<file path="src/rtl/td_wb_pkg.sv">
package td_wb_pkg;
  localparam int CW        = 32;
  localparam int B_SPD     = 29;
  localparam int B_ERR_HI  = 28;
  localparam int B_ERR_LO  = 27;
  localparam int B_IOC     = 24;
  localparam int B_ACT     = 23;
  localparam int B_STALL   = 22;
  localparam int B_BABBLE  = 20;
  localparam int B_NAK     = 19;
  localparam int B_TMO     = 18;

  localparam logic [7:0] PID_IN    = 8'h69;
  localparam logic [7:0] PID_SETUP = 8'h2D;

  typedef enum logic [2:0] {
    RES_OK      = 3'd0,
    RES_STALL   = 3'd1,
    RES_BABBLE  = 3'd2,
    RES_NAK     = 3'd3,
    RES_TIMEOUT = 3'd4
  } td_result_e;

  typedef enum logic [1:0] {
    RET_ADV   = 2'b00,
    RET_SKIP  = 2'b01,
    RET_ABORT = 2'b11
  } td_ret_e;
endpackage

</file>
<file path="src/rtl/td_token_decode.sv">
module td_token_decode #(
  parameter int LEN_W   = 11,
  parameter int LEN_LSB = 21
) (
  input  logic [31:0]      token,
  output logic [LEN_W-1:0] max_len,
  output logic             is_in,
  output logic             is_setup
);
  import td_wb_pkg::*;

  logic [7:0] pid;
  logic       unused_addr_ep;

  assign pid            = token[7:0];
  assign max_len        = token[LEN_LSB +: LEN_W] + LEN_W'(1);
  assign is_in          = (pid == PID_IN);
  assign is_setup       = (pid == PID_SETUP);
  assign unused_addr_ep = ^token[LEN_LSB-1:8];
endmodule

</file>
<file path="src/rtl/td_status_calc.sv">
module td_status_calc #(
  parameter int LEN_W = 11
) (
  input  logic [31:0]        ctrl_in,
  input  logic [LEN_W-1:0]   max_len,
  input  logic               is_in,
  input  logic               is_setup,
  input  td_wb_pkg::td_result_e result,
  input  logic [LEN_W:0]     act_len,
  output logic [31:0]        ctrl_new,
  output logic [1:0]         mask,
  output logic               abort,
  output logic               err_out,
  output logic               shrt,
  output td_wb_pkg::td_ret_e ret
);
  import td_wb_pkg::*;

  td_result_e eff;
  logic [1:0] errcnt;

  always_comb begin
    ctrl_new = ctrl_in;
    mask     = 2'b00;
    abort    = 1'b0;
    err_out  = 1'b0;
    shrt     = 1'b0;
    ret      = RET_SKIP;
    eff      = result;
    errcnt   = ctrl_in[B_ERR_HI:B_ERR_LO];
    if (ctrl_in[B_ACT]) begin
      if (eff == RES_OK) begin
        ctrl_new[LEN_W-1:0] = act_len[LEN_W-1:0] - LEN_W'(1);
        ctrl_new[B_ACT]     = 1'b0;
        ctrl_new[B_NAK]     = 1'b0;
        if (is_in && (act_len > {1'b0, max_len})) begin
          eff = RES_BABBLE;
        end else if (ctrl_in[B_SPD] && (act_len < {1'b0, max_len})) begin
          shrt    = 1'b1;
          mask[1] = 1'b1;
          ret     = RET_SKIP;
        end else begin
          ret = RET_ADV;
        end
      end
      if (eff == RES_NAK) begin
        ctrl_new[B_NAK] = 1'b1;
        if (is_setup) eff = RES_TIMEOUT;
      end
      if (eff == RES_STALL) begin
        ctrl_new[B_STALL] = 1'b1;
        ctrl_new[B_ACT]   = 1'b0;
      end
      if (eff == RES_BABBLE) begin
        ctrl_new[B_BABBLE] = 1'b1;
        ctrl_new[B_STALL]  = 1'b1;
        ctrl_new[B_ACT]    = 1'b0;
        abort              = 1'b1;
        ret                = RET_ABORT;
      end
      if (eff == RES_TIMEOUT) begin
        ctrl_new[B_TMO] = 1'b1;
        if (errcnt != 2'd0) begin
          errcnt = errcnt - 2'd1;
          if (errcnt == 2'd0) begin
            ctrl_new[B_ACT] = 1'b0;
            err_out         = 1'b1;
          end
        end
        ctrl_new[B_ERR_HI:B_ERR_LO] = errcnt;
      end
      if (ctrl_in[B_IOC] && !ctrl_new[B_ACT]) mask[0] = 1'b1;
    end
  end
endmodule

</file>
<file path="src/rtl/td_status_wb.sv">
module td_status_wb #(
  parameter int LEN_W   = 11,
  parameter int LEN_LSB = 21
) (
  input  logic             clk,
  input  logic             rst,
  input  logic             in_valid,
  input  logic [31:0]      ctrl_in,
  input  logic [31:0]      token_in,
  input  logic [2:0]       result_in,
  input  logic [LEN_W:0]   act_len_in,
  output logic             out_valid,
  output logic [31:0]      ctrl_out,
  output logic             ctrl_we,
  output logic [1:0]       int_mask,
  output logic             frame_abort,
  output logic             usb_err,
  output logic             short_pkt,
  output logic [1:0]       ret_code
);
  import td_wb_pkg::*;

  logic [LEN_W-1:0] max_len;
  logic             is_in, is_setup;
  logic [31:0]      ctrl_new;
  logic [1:0]       mask_n;
  logic             abort_n, err_n, shrt_n;
  td_ret_e          ret_n;

  td_token_decode #(.LEN_W(LEN_W), .LEN_LSB(LEN_LSB)) u_dec (
    .token(token_in), .max_len(max_len), .is_in(is_in), .is_setup(is_setup)
  );

  td_status_calc #(.LEN_W(LEN_W)) u_calc (
    .ctrl_in(ctrl_in), .max_len(max_len), .is_in(is_in), .is_setup(is_setup),
    .result(td_result_e'(result_in)), .act_len(act_len_in),
    .ctrl_new(ctrl_new), .mask(mask_n), .abort(abort_n), .err_out(err_n),
    .shrt(shrt_n), .ret(ret_n)
  );

  always_ff @(posedge clk) begin
    if (rst) begin
      out_valid   <= 1'b0;
      ctrl_out    <= '0;
      ctrl_we     <= 1'b0;
      int_mask    <= 2'b00;
      frame_abort <= 1'b0;
      usb_err     <= 1'b0;
      short_pkt   <= 1'b0;
      ret_code    <= 2'b00;
    end else begin
      out_valid <= in_valid;
      if (in_valid) begin
        ctrl_out    <= ctrl_new;
        ctrl_we     <= (ctrl_new != ctrl_in);
        int_mask    <= mask_n;
        frame_abort <= abort_n;
        usb_err     <= err_n;
        short_pkt   <= shrt_n;
        ret_code    <= ret_n;
      end
    end
  end


  valid_follow_chk: assert property (@(posedge clk) disable iff (rst)
    in_valid |=> out_valid);


  we_change_chk: assert property (@(posedge clk) disable iff (rst)
    out_valid |-> (ctrl_we == (ctrl_out != $past(ctrl_in))));


  abort_flags_chk: assert property (@(posedge clk) disable iff (rst)
    (out_valid && frame_abort) |-> (ctrl_out[B_BABBLE] && ctrl_out[B_STALL]
                                    && !ctrl_out[B_ACT] && ret_code == 2'b11));


  err_retire_chk: assert property (@(posedge clk) disable iff (rst)
    (out_valid && usb_err) |-> (!ctrl_out[B_ACT] && ctrl_out[B_TMO]
                                && ctrl_out[B_ERR_HI:B_ERR_LO] == 2'd0));


  ioc_retire_chk: assert property (@(posedge clk) disable iff (rst)
    (out_valid && int_mask[0]) |-> ($past(ctrl_in[B_IOC]) && !ctrl_out[B_ACT]));


  inactive_keep_chk: assert property (@(posedge clk) disable iff (rst)
    (out_valid && !$past(ctrl_in[B_ACT])) |-> (!ctrl_we && int_mask == 2'b00
                                               && !frame_abort && !usb_err));
endmodule

</file>
<file path="config.mk">
export PLATFORM = sky130hd
export DESIGN_NAME = td_status_wb
export DESIGN_NICKNAME = d
export VERILOG_FILES = /design/src/rtl/td_wb_pkg.sv /design/src/rtl/td_token_decode.sv /design/src/rtl/td_status_calc.sv /design/src/rtl/td_status_wb.sv
export SDC_FILE = /design/constraint.sdc
export NUM_CORES = 1
export LEC_CHECK = 0
export BUFFER_PORTS_ARGS = -buffer_cell sky130_fd_sc_hd__buf_4
export CAP_MARGIN = 20
export CORE_MARGIN = 1.5
export CORE_UTILIZATION = 23
export DETAILED_ROUTE_END_ITERATION = 7
export SYNTH_ARGS = -nofsm -noshare
export SYNTH_HDL_FRONTEND = slang
export SYNTH_SLANG_ARGS = --single-unit
</file>
<file path="constraint.sdc">
create_clock -name clk -period 3.1 [get_ports clk]
set_input_delay 0.31 -clock clk [delete_from_list [all_inputs] [get_ports clk]]
set_output_delay 0.31 -clock clk [all_outputs]
set_load 0.05 [all_outputs]
</file>
Yosys cells after proc, flatten, opt, wreduce, memory -nomap -nowiden
Index checks and enable logic that the tools add are counted.

word-level totals
  flip-flop bits (word level) = 41
  logic and storage cells = 68
  output and inout port bits = 41

operators by class
  add/sub/neg operators = 3
  equal/unequal tests = 7
  $lt $le $gt $ge = 2
  muxes and demuxes = 41
  reductions and logical operators = 7

operator list
  operator                                                               count
  11-bit 2-to-1 mux                                                      2
  2-bit 2-to-1 mux                                                       11
  1-bit 2-to-1 mux                                                       21
  3-bit 2-to-1 mux                                                       7
  18-bit != test                                                         1
  12-bit by 11-bit greater-than comparator with 1-bit output             1
  12-bit by 11-bit < comparator with 1-bit output                        1
  11-bit by 1-bit adder with 11-bit output, second input constant        1
  11-bit by 1-bit subtractor with 11-bit output, second input constant   1
  8-bit by 6-bit equality test with 1-bit output, second input constant  1
  8-bit by 7-bit equality test with 1-bit output, second input constant  1
  3-bit by 2-bit equality test with 1-bit output, second input constant  2
  3-bit by 1-bit equality test with 1-bit output, second input constant  1
  3-bit equality test, second input constant                             1
  1-bit logical AND                                                      3
  3-bit zero test                                                        1
  2-bit zero test                                                        1
  2-bit nonzero test                                                     1
  2-bit by 1-bit subtractor with 2-bit output, second input constant     1
  1-bit zero test                                                        1

Depth between registers and ports, before layout
  word-level depth = 20
  mapped depth = 10
  mapped depth without buffers = 10

Modules after synthesis
Synthesis repeated with hierarchy kept, for this count alone.

unflattened totals
  cell total of the unflattened synthesis = 341
  area total of the unflattened synthesis = 2849.0 µm²

by module, submodules not included
  module           area each (µm²)  seq. area each (µm²)  cells each  times used
  td_status_wb     1762.9           820.8                 175         1
  td_status_calc   889.6            0.0                   140         1
  td_token_decode  196.4            0.0                   26          1

Worst setup path before layout
OpenSTA, ideal clock, no wires.

  path type = input port to flip-flop
  start = in token_in[24]
  end = reg ret_code[0]
  slack = 565 ps
  arrival time = 2454 ps
  cell stages on the path = 10
  data required time = 3019 ps
  setup time = 81 ps
  buffers on the path = 0
  path through = and3_1 -> and4_1 -> nand4_1 -> xor2_1 -> ha_1 -> a21o_1 -> a2111oi_0 -> o21ai_1 -> or3b_1 -> a41oi_1

between the ends
  longest elaborated chain between the ends = 12
  elaborated cells between the ends (all ways) = 18

ends and longest elaborated chain
  element                                                                                    RTL line                                    RTL
  from (decl)                                                                                td_status_wb.sv:9                           input logic [31:0] token_in,
  11-bit by 1-bit adder with 11-bit output *                                                 td_token_decode.sv:16                       assign max_len = token[LEN_LSB +: LEN_W] + LEN_W'(1);
  12-bit by 11-bit greater-than comparator with 1-bit output                                 td_status_calc.sv:36                        if (is_in && (act_len > {1'b0, max_len})) begin
  1-bit logical AND                                                                          td_status_calc.sv:36
  3-bit 2-to-1 mux                                                                           td_status_calc.sv:36
  3-bit 2-to-1 mux                                                                           td_status_calc.sv:32                        if (eff == RES_OK) begin
  3-bit 2-to-1 mux                                                                           td_status_calc.sv:31                        if (ctrl_in[B_ACT]) begin
  3-bit by 2-bit equality test with 1-bit output / 3-bit 2-to-1 mux (equally long branches)  td_status_calc.sv:46, td_status_calc.sv:48
  3-bit 2-to-1 mux                                                                           td_status_calc.sv:46                        if (eff == RES_NAK) begin
  3-bit 2-to-1 mux                                                                           td_status_calc.sv:31
  3-bit by 2-bit equality test with 1-bit output                                             td_status_calc.sv:54                        if (eff == RES_BABBLE) begin
  2-bit 2-to-1 mux *                                                                         td_status_calc.sv:54
  2-bit 2-to-1 mux *                                                                         td_status_calc.sv:31
  to (signal assigned)                                                                       td_status_wb.sv:60                          ret_code <= ret_n;
  to (decl)                                                                                  td_status_wb.sv:19                          output logic [1:0] ret_code

Mark *: on every way between the ends. The rest lies on a longest branch, timed or not. The select of a mux whose other input is x is not followed.
A chain may end at the register's enable or synchronous reset.

Worst setup path in the final report
  start = in token_in[23]
  end = reg ret_code[0]

Same word-level chain as after synthesis.

==> results.sh <==
export IMPL_status="finished, final reports clean"
export IMPL_ys_warn_count=0
export IMPL_hold_viol=0
export IMPL_htreeDepth=2
export IMPL_grt_pass1_wl_mm=11.4
export IMPL_holdBufCountCts=0
export IMPL_io_pins=123
export IMPL_hold_end="ctrl_out[26]$_SDFFE_PP0P_"
export IMPL_worstHoldPathType="in2reg"
export IMPL_die_area_um2=11400
export IMPL_grt_setup_unrepaired="false"
export IMPL_syn_inst=291
export IMPL_synth_async_reset_ratio_pct=0
export IMPL_cp_slowest_cell="a2111oi_0"
export IMPL_hold_start="ctrl_in[26]"
export IMPL_dp_cells=519
export IMPL_synth_edff_count=0
export IMPL_die_y_um=107
export IMPL_synth_area_per_cell_um2=8.47
export IMPL_first_pass_iters=4
export IMPL_dp_final_hpwl_mm=5.69
export IMPL_ys_seq_area_share_pct=31.7
export IMPL_antennaDiodeCount=0
export IMPL_yosys_area_top_type_share_pct=31.7
export IMPL_numCtsBuffers=5
export IMPL_rr_startpoint="ctrl_out[20]$_SDFFE_PP0P_"
export IMPL_synth_cell_types=57
export IMPL_gp_congestion=0.744
export IMPL_setup_violations=0
export IMPL_cts_sinks=39
export IMPL_path_max_fanout=5
export IMPL_num_vias=2465
export IMPL_layout_drive_gt1_share_pct=32.7
export IMPL_clk_path_buf_depth=2
export IMPL_synth_area_leader_cell="dfxtp_1"
export IMPL_leakage_nw=1.50
export IMPL_r2r_end="ctrl_out[20]$_SDFFE_PP0P_"
export IMPL_synth_most_common_cell="nor2_1"
export IMPL_nets=485
export IMPL_synthFlopType="dfxtp_1"
export IMPL_fin_setup_tns_ns=0
export IMPL_tritoncts="built"
export IMPL_whs_path_depth=3
export IMPL_ctsResizeCount=0
export IMPL_wire_per_inst_um=13.8
export IMPL_reg2reg_depth=3
export IMPL_fin_ws_ns=0.406
export IMPL_worstPathRequired_ns=3.31
export IMPL_ys_top_cells_by_count="44 x nor2_1, 39 x dfxtp_1, 23 x a21oi_1, 19 x nand2_1, 18 x mux2i_1"
export IMPL_initial_core_util_pct=23.8
export IMPL_finClkSkew_ns=0
export IMPL_path_cells="buf_4 > and3_1 > and4_1 > nand4_1 > xor2_1 > ha_1 > a21o_1 > a2111oi_0 > o21ai_1 > or3b_1 > a41oi_1"
export IMPL_fin_util_pct=33.2
export IMPL_grt_max_degree=43
export IMPL_post_cts_setup_buffers=0
export IMPL_crit_buf_inv=1
export IMPL_fin_crit_sh_pct=86.9
export IMPL_relSlewSlack_pct=37.6
export IMPL_cp_end_kind="register"
export IMPL_insertion_delay_ns=0.29
export IMPL_pre_cts_ws_ns=0.0677
export IMPL_viasPerCell=4.68
export IMPL_period_needed_ns=2.69
export IMPL_path_clk_slew_ns=0.08
export IMPL_drtIter0Drc=88
export IMPL_grt_pass1_vias=2325
export IMPL_critical_path_max_stage_delay_ns=0.46
export IMPL_port_buffers=109
export IMPL_peakVddDrop_v=0.000167
export IMPL_coreArea_um2=10400
export IMPL_power_density_nw_per_um2=378
export IMPL_fill_cells=1101
export IMPL_die_w_um=107
export IMPL_cts_root_buf="clkbuf_8"
export IMPL_totalWireLength_mm=7.27
export IMPL_synth_fp_nets=386
export IMPL_drv_slew=0
export IMPL_max_cap_violations=0
export IMPL_drtAntennaViolNets=0
export IMPL_netlist_area_um2=2470
export IMPL_synthTopCellsByArea="dfxtp_1 32%, mux2i_1 7.3%, nor2_1 6.7%"
export IMPL_worst_pin_slew_ns=0.932
export IMPL_rrSetupSlack_ns=2.25
export IMPL_crit_type="in2reg"
export IMPL_antenna_found_initial=0
export IMPL_path_delay_family="compound AO/OA/AOI/OAI gates"
export IMPL_fin_cells=527
export IMPL_grt_usage_pct=12.8
export IMPL_ys_ff_latch=39
export IMPL_areaGrowthSynthToFinish_pct=39.4
export IMPL_start_kind="primary input"
export IMPL_fmax_mhz=371
export IMPL_grt_overflow=0
export IMPL_remaining_drc_errors=0
export IMPL_crit_arrival_ns=2.91
export IMPL_rows=37
## layer usage
layer  GRT usage, %  up-vias  routed length (µm)
li1               -     1243                   -
met1           15.5     1141                3180
met2           22.3       71                3590
met3           2.88       10                 395
met4           3.81        0                 108
met5              0        -                   0
## per-stage QoR
stage / power (mW) / hold slack, ns / cell area (µm²)
finish: 1.30 / 0.248 / 3440
global route: 1.39 / 0.236 / 3440
CTS: 1.33 / 0.236 / 3440
detailed placement: 0.963 / 0.457 / 3350
global placement: 0.956 / 0.451 / 3350
floorplan: 0.801 / 0.457 / 2470
## worst max path at each step
stage / end / slack, ns / cells after the start / startpoint
final: ret_code[0]$_SDFFE_PP0P_ / 0.41 / 11 / token_in[23]
after global routing: ret_code[0]$_SDFFE_PP0P_ / 0.22 / 11 / token_in[21]
after CTS: ret_code[0]$_SDFFE_PP0P_ / 0.37 / 11 / token_in[23]
after detailed placement: ret_code[0]$_SDFFE_PP0P_ / 0.07 / 11 / token_in[23]
after global placement: ret_code[0]$_SDFFE_PP0P_ / 0.15 / 11 / token_in[23]
after floorplan: ret_code[0]$_SDFFE_PP0P_ / 0.57 / 10 / token_in[24]
## final cells by class
cell class	instances	area [µm²]	area share (%)
sequential	39	781	22.7
clock inverter	3	20.0	0.582
timing repair buffer	109	818	23.8
inverter	9	33.8	0.983
tap	136	170	4.95
multi-input combinational	226	1550	45.0
clock buffer	5	68.8	2.00
## cells in the final DEF (no fill, tap or decap), types with 2 or more instances in the layout
master	netlist	final
nor4_1	4	4
a311oi_1	2	2
and4_1	2	2
nor2_1	44	44
or4_4	2	2
a21oi_1	23	23
clkbuf_8	2	5
buf_4	3	109
xor2_1	8	8
o21ai_0	7	7
or3_1	2	2
mux2i_1	18	18
nand2_1	19	19
and3_1	3	3
nand2b_1	3	3
nor3_1	4	4
nor2b_1	5	5
a21o_1	3	3
nor4_4	2	2
ha_1	13	13
inv_1	9	9
clkinvlp_4	0	2
nand4_1	3	3
a2111oi_0	3	3
a211oi_1	5	5
o211ai_1	2	2
xnor2_1	9	9
a211o_1	5	5
nand3_1	11	11
dfxtp_1	39	39
## tightest hold or removal path, cell delays in order
cell	delay, ns
buf_4	0.08
mux2i_1	0.05
nor2_1	0.07
## flip-flops by register name, indices dropped and copies added, names as in the netlist
signal and count:
out_valid 1, int_mask 2, ret_code 1, frame_abort 1
usb_err 1, ctrl_we 1, ctrl_out 32
## where the power goes
group	leakage [nW]	switching, mW	internal, mW	total, mW
Sequential	0.322	0.0147	0.529	0.544
Combinational	1.13	0.242	0.162	0.404
Clock	0.0402	0.195	0.157	0.352
Total	1.50	0.452	0.848	1.30
## cell families (layout without fill, tap and decap cells)
family                   Yosys count  in the layout  share of synthesized area [%]
flip-flops                        39             39                           31.7
AND/OR/NAND/NOR                  112            112                           24.5
adder cells (fa/ha/maj)           13             13                           6.60
multiplexers                      18             18                           7.31
AO/OA/AOI/OAI                     66             66                           18.3
XOR/XNOR                          17             17                           6.04
buffers and inverters             26            126                           5.63
Power figures use the tool's default switching activity.
